===== config.mk =====
export PLATFORM = sky130hd
export DESIGN_NAME = adiabatic_pipe
export DESIGN_NICKNAME = d
export VERILOG_FILES = /design/src/rtl/adp_pkg.sv /design/src/rtl/adp_phase_ctrl.sv /design/src/rtl/adp_rail_gate.sv /design/src/rtl/adp_datapath.sv /design/src/rtl/adiabatic_pipe.sv
export SDC_FILE = /design/constraint.sdc
export NUM_CORES = 1
export LEC_CHECK = 0
export BUFFER_PORTS_ARGS = -buffer_cell sky130_fd_sc_hd__buf_2
export CAP_MARGIN = 10
export CORE_MARGIN = 1
export CORE_UTILIZATION = 55
export CTS_BUF_LIST = sky130_fd_sc_hd__clkbuf_2
export CTS_CLUSTER_SIZE = 30
export DETAILED_ROUTE_END_ITERATION = 7
export PLACE_DENSITY = 0.8
export SYNTH_ARGS = -nofsm -noshare
export SYNTH_HDL_FRONTEND = slang
export SYNTH_SLANG_ARGS = --single-unit

===== constraint.sdc =====
create_clock -name clk -period 1.81 [get_ports clk]
set_input_delay 0.362 -clock clk [delete_from_list [all_inputs] [get_ports clk]]
set_output_delay 0.362 -clock clk [all_outputs]
set_load 0.01 [all_outputs]

===== src/rtl/adp_pkg.sv =====
package adp_pkg;
  localparam int unsigned NUM_PHASES = 4;
  localparam int unsigned TICK_W = $clog2(NUM_PHASES);

  typedef struct packed {
    logic r1;
    logic r0;
  } rail_t;

  localparam rail_t RAIL_NULL = '{r1: 1'b0, r0: 1'b0};

  typedef enum logic {
    OP_AND = 1'b0,
    OP_OR  = 1'b1
  } gateOp_t;

  // strobes for the coming edge: load when the phase rises, hold while it stays high
  typedef struct packed {
    logic [NUM_PHASES-1:0] loadEn;
    logic [NUM_PHASES-1:0] holdEn;
  } phaseStrobe_t;
endpackage


===== src/rtl/adp_phase_ctrl.sv =====
module adp_phase_ctrl
  import adp_pkg::*;
(
  input  logic                  clk,
  input  logic                  rst,
  output logic [TICK_W-1:0]     tick,
  output logic [NUM_PHASES-1:0] phase,
  output phaseStrobe_t          strobe
);
  localparam logic [TICK_W-1:0] LAST_TICK = TICK_W'(NUM_PHASES - 1);

  logic [NUM_PHASES-1:0] loadVec;
  logic [NUM_PHASES-1:0] holdVec;

  always_ff @(posedge clk) begin
    if (rst) tick <= '0;
    else if (tick == LAST_TICK) tick <= '0;
    else tick <= tick + 1'b1;
  end

  for (genvar i = 0; i < NUM_PHASES; i++) begin : g_phase
    localparam int unsigned NEXT = (i + 1) % NUM_PHASES;
    localparam int unsigned PREV = (i + NUM_PHASES - 1) % NUM_PHASES;
    assign phase[i]   = (tick == TICK_W'(i)) || (tick == TICK_W'(NEXT));
    assign loadVec[i] = (tick == TICK_W'(PREV));
    assign holdVec[i] = (tick == TICK_W'(i));
  end

  assign strobe = '{loadEn: loadVec, holdEn: holdVec};

  // the counter steps by one and wraps
  p_tick_step_r2 : assert property (@(posedge clk) disable iff (rst)
    1'b1 |=> tick == (($past(tick) == LAST_TICK) ? '0 : $past(tick) + 1'b1));
  // exactly two overlapping phases are high at every tick
  p_two_phases_r2 : assert property (@(posedge clk) disable iff (rst)
    $countones(phase) == 2);
  // one phase rises at each edge, and it is low before that edge
  p_one_rise_r2 : assert property (@(posedge clk) disable iff (rst)
    $countones(strobe.loadEn) == 1 && (strobe.loadEn & phase) == '0);
endmodule


===== src/rtl/adp_rail_gate.sv =====
module adp_rail_gate
  import adp_pkg::*;
(
  input  rail_t   opA,
  input  rail_t   opB,
  input  gateOp_t op,
  input  logic    swapA,
  input  logic    swapB,
  input  logic    swapY,
  output rail_t   result,
  output logic    illegal
);
  rail_t railA;
  rail_t railB;
  rail_t core;
  logic  bothValid;

  // inversion costs nothing: just exchange the rails
  assign railA = swapA ? '{r1: opA.r0, r0: opA.r1} : opA;
  assign railB = swapB ? '{r1: opB.r0, r0: opB.r1} : opB;

  assign illegal   = (opA.r1 & opA.r0) | (opB.r1 & opB.r0);
  assign bothValid = (opA.r1 ^ opA.r0) & (opB.r1 ^ opB.r0);

  always_comb begin
    core = RAIL_NULL;
    if (bothValid) begin
      if (op == OP_AND) begin
        core.r1 = railA.r1 & railB.r1;
        core.r0 = railA.r0 | railB.r0;
      end else begin
        core.r1 = railA.r1 | railB.r1;
        core.r0 = railA.r0 & railB.r0;
      end
    end
  end

  assign result = swapY ? '{r1: core.r0, r0: core.r1} : core;
endmodule


===== src/rtl/adp_datapath.sv =====
module adp_datapath
  import adp_pkg::*;
#(
  parameter int unsigned STAGES = 8
) (
  input  logic                  clk,
  input  logic                  rst,
  input  phaseStrobe_t          strobe,
  input  logic [NUM_PHASES-1:0] phase,
  input  rail_t                 srcA,
  input  rail_t                 srcB,
  input  gateOp_t               op,
  input  logic                  invA,
  input  logic                  invB,
  input  logic                  invY,
  output rail_t                 yOut,
  output logic                  errFlag
);
  rail_t gateOut;
  logic  gateIllegal;
  rail_t stageBus [STAGES];

  adp_rail_gate u_gate (
    .opA    (srcA),
    .opB    (srcB),
    .op     (op),
    .swapA  (invA),
    .swapB  (invB),
    .swapY  (invY),
    .result (gateOut),
    .illegal(gateIllegal)
  );

  for (genvar k = 0; k < STAGES; k++) begin : g_stage
    localparam int unsigned PH = k % NUM_PHASES;
    rail_t stageIn;
    rail_t q;

    if (k == 0) begin : g_head
      assign stageIn = gateOut;
    end else begin : g_link
      assign stageIn = stageBus[k-1];
    end

    always_ff @(posedge clk) begin
      if (rst) q <= RAIL_NULL;
      else if (strobe.loadEn[PH]) q <= stageIn;
      else if (strobe.holdEn[PH]) q <= q;
      else q <= RAIL_NULL;
    end

    assign stageBus[k] = q;

    // nothing survives outside the stage's phase window
    p_window_r4 : assert property (@(posedge clk) disable iff (rst)
      !phase[PH] |-> q == RAIL_NULL);
    // no stage ever carries both rails
    p_legal_r8 : assert property (@(posedge clk) disable iff (rst)
      !(q.r1 && q.r0));
    if (k > 0) begin : g_shift_chk
      // each stage passes its predecessor's pulse on one tick later
      p_shift_r4 : assert property (@(posedge clk) disable iff (rst)
        strobe.loadEn[PH] |=> q == $past(stageBus[k-1]));
    end
  end

  always_ff @(posedge clk) begin
    if (rst) errFlag <= 1'b0;
    else errFlag <= strobe.loadEn[0] & gateIllegal;
  end

  assign yOut = stageBus[STAGES-1];

  // the error pulse lasts a single cycle
  p_err_single_r8 : assert property (@(posedge clk) disable iff (rst)
    errFlag |=> !errFlag);
endmodule


===== src/rtl/adiabatic_pipe.sv =====
module adiabatic_pipe
  import adp_pkg::*;
#(
  parameter int unsigned STAGES = 8
) (
  input  logic                  clk,
  input  logic                  rst,
  input  logic                  aR1,
  input  logic                  aR0,
  input  logic                  bR1,
  input  logic                  bR0,
  input  logic                  opSel,
  input  logic                  invA,
  input  logic                  invB,
  input  logic                  invY,
  output logic [TICK_W-1:0]     tick,
  output logic [NUM_PHASES-1:0] phase,
  output logic                  yR1,
  output logic                  yR0,
  output logic                  errFlag
);
  phaseStrobe_t strobe;
  rail_t        yRail;
  rail_t        srcA;
  rail_t        srcB;

  assign srcA = '{r1: aR1, r0: aR0};
  assign srcB = '{r1: bR1, r0: bR0};

  adp_phase_ctrl u_ctrl (
    .clk   (clk),
    .rst   (rst),
    .tick  (tick),
    .phase (phase),
    .strobe(strobe)
  );

  adp_datapath #(.STAGES(STAGES)) u_data (
    .clk    (clk),
    .rst    (rst),
    .strobe (strobe),
    .phase  (phase),
    .srcA   (srcA),
    .srcB   (srcB),
    .op     (gateOp_t'(opSel)),
    .invA   (invA),
    .invB   (invB),
    .invY   (invY),
    .yOut   (yRail),
    .errFlag(errFlag)
  );

  assign yR1 = yRail.r1;
  assign yR0 = yRail.r0;
endmodule


==> metrics.md <==
| Metric | Value |
|---|---|
| Final ANT Viol Nets | 0 |
| Sequential cell area fraction in the yosys report | 0.4075 |
| #FFs+latches synth | 19 |
| First-pass GRT wire length | 3.036 mm |
| Fin. Hold Viols | 0 |
| Clock sinks | 19 |
| Design area | 1164 µm² |
| Mean post-synth cell area | 8.116 µm² |
| Initial drt markers | 14 |
| Lkg Pwr | 0.5344 nW |
| Synthesis warning total | 0 |
| DR DRC count | 0 |
| Num ports | 19 |
| Reg2reg start | u_ctrl.tick[1] |
| Top cell type by total area after synthesis | dfxtp_1 |
| I/O Buffers | 18 |
| RSZ-0062 raised after global routing | true |
| Layout cells sized above 1 | 0.3071 |
| Util after Layout | 0.7549 |
| Area after DPL | 1032 µm² |
| Flop-to-flop setup slack | 350 ps |
| Initial antenna violation count | 0 |
| Slew of the pin with the lowest slew margin | 348.7 ps |
| DIE HEIGHT | 43.20 µm |
| Worst hold path type | in2reg |
| Critical Path Source | u_ctrl.tick[1] |
| Synth unique cells | 18 |
| Final Routed Wirelength | 1.931 mm |
| Clock latency on the worst-skew pair | 300 ps |
| Fmax | 558.3 MHz |
| Fin nets | 161 |
| Period Utilization, post-route | 0.9896 |
| Maxcap violations | 0 |
| Drt pass-1 iters | 4 |
| Starting Density | 0.6055 |
| Pwr Density | 735.5 nW/µm² |
| Register Area | 387.9 µm² |
| Number of global-route vias before repair | 711 |
| Top cells by area, synth | dfxtp_1 41%, ha_1 13%, nor2_1 12% |
| WS Path Type | reg2out |
| Die W | 43.20 µm |
| CTS Buf Count | 3 |
| GPL Wtd Cong | 0.8479 |
| Area grow syn2layout | 24.67% |
| Total power | 0.8558 mW |
| Die area | 1866 µm² |
| Row count | 14 |
| Synthesized cell area | 933.4 µm² |
| Vias per inst | 5.212 |
| GR Util All Layers | 0.2197 |
| GR Overflow Total | 0 |
| Mapped Cells | 115 |
| Post-Place Setup Slack | 185.8 ps |
| Routed via count | 813 |
| Multi-input gate area | 554.3 µm² |
| Worst EP required | 1450 ps |
| CORE AREA | 1541 µm² |
| Hold Crit Start | invY |
| Crit path capture type | primary output |
| Syn_nets | 135 |
| CTS tree | yes |
| Fillers | 112 |
| Final slew viol count | 0 |
| Routed WL per cell | 12.38 µm |
| WP data arrival | 1430 ps |
| Maximum buffer depth of the clock tree | 2 |
| Worst vdd ir | 0.7519 mV |
| Max-slew headroom | 0.7675 |
| Status | finished clean |
| Clk pin slew, worst setup/hold paths | 170 ps |
| Setup violations, final | 0 |
| CP Max Fanout | 4 |
| Setup TNS | 0 ps |
| Setup crit start kind | register |
| Antenna diodes | 0 |
| Top cell type's share of synthesized area | 0.4075 |
| H-tree depth | 1 |
| Sum of net half-perimeters after detailed placement | 1.330 mm |
| Largest net degree at the start of global routing | 20 |
| Fin worst setup slack | 18.81 ps |
| CTS root buf | clkbuf_2 |
| Worst Clk Skew | 5.484 ps |
| Fin crit period | 1791 ps |
| Hold-fix buffers, CTS | 0 |
==> metal layers <==
layer	global-route usage	up-vias	wire (µm)
met4	0.05455	0	26
li1	-	420	-
met2	0.3701	19	929
met5	0	-	0
met1	0.2644	370	880
met3	0.07660	4	94
==> flip-flops by register name, summed over array words and instances (netlist names) <==
name,count
u_data.yOut,2
u_data.errFlag,1
u_ctrl.tick,2
u_data.g_stage.q,14
==> cells in the final DEF (no fill, tap or decap) <==
cell / n
nor2_1: 29
nand2_1: 17
dfxtp_1: 17
buf_2: 16
a21oi_1: 14
buf_4: 8
ha_1: 6
clkbuf_2: 4
inv_1: 3
or2_4: 2
mux2_1: 2
mux2_4: 2
maj3_2: 2
mux2i_1: 2
o21ai_1: 2
nor3_1: 2
ha_4: 2
ha_2: 2
buf_6: 2
dfxtp_4: 2
clkinvlp_4: 1
nor4bb_1: 1
nor2b_1: 1
nor3b_1: 1
==> stage by stage <==
step	hold WS (ps)	instances
6_report	357.4	156
5_1_grt	347.3	156
4_1_cts	357.0	152
3_5_place_dp	450.4	145
3_3_place_gp	444.8	145
2_1_floorplan	428.6	115
==> area by class of cell <==
cell class                 instances  area share
clock buffer                       4     0.01720
inverter                           4     0.01613
multi-input combinational         87      0.4763
sequential                        19      0.3333
tap                               16     0.01720
timing repair buffer              26      0.1398
==> power breakdown <==
part           total (mW)  switching [mW]  internal (mW)
sequential          0.433         0.00640          0.427
clock               0.184           0.125         0.0585
combinational       0.239           0.122          0.117
total               0.856           0.253          0.603
==> repair_timing <==
action,CTS,global route
resized for setup,9,6
pin swaps,0,1
setup buffers,3,4
endpoints found under the setup margin,3,2
==> critical path: stages, from the launching register on <==
cell	delay, ps
dfxtp_4	400
clkinvlp_4	160
ha_1	350
inv_1	90
buf_2	130
==> cell families after synthesis <==
family | count (synthesis) | share of synthesized area
multiplexers | 6 | 0.07775
flip-flops | 19 | 0.4075
buffers and inverters | 9 | 0.03618
AND/OR/NAND/NOR | 53 | 0.2346
AO/OA/AOI/OAI | 16 | 0.08579
adder cells (fa/ha/maj) | 12 | 0.1582
==> final timing paths <==
| path | end | depth (start not counted) |
|---|---|---|
| worst min-delay path | u_data.g_stage[0].q[0] | 3 |
| worst max-delay path | phase[3] | 4 |
| worst min register to register | u_data.g_stage[0].q[1] | 2 |
| worst max register to register | u_data.g_stage[0].q[1] | 5 |
==> synth_stat cells <==
cell       n
nor4bb_1   1
maj3_2     2
nor3b_1    1
or2_2      2
a21oi_1   14
o21ai_1    2
nor2_1    29
inv_1      4
mux2_4     2
mux2i_1    2
clkbuf_1   4
buf_1      1
ha_1      10
nor2b_1    1
dfxtp_1   19
mux2_1     2
nand2_1   17
nor3_1     2
Note: power is estimated with default switching activity, not from simulation.
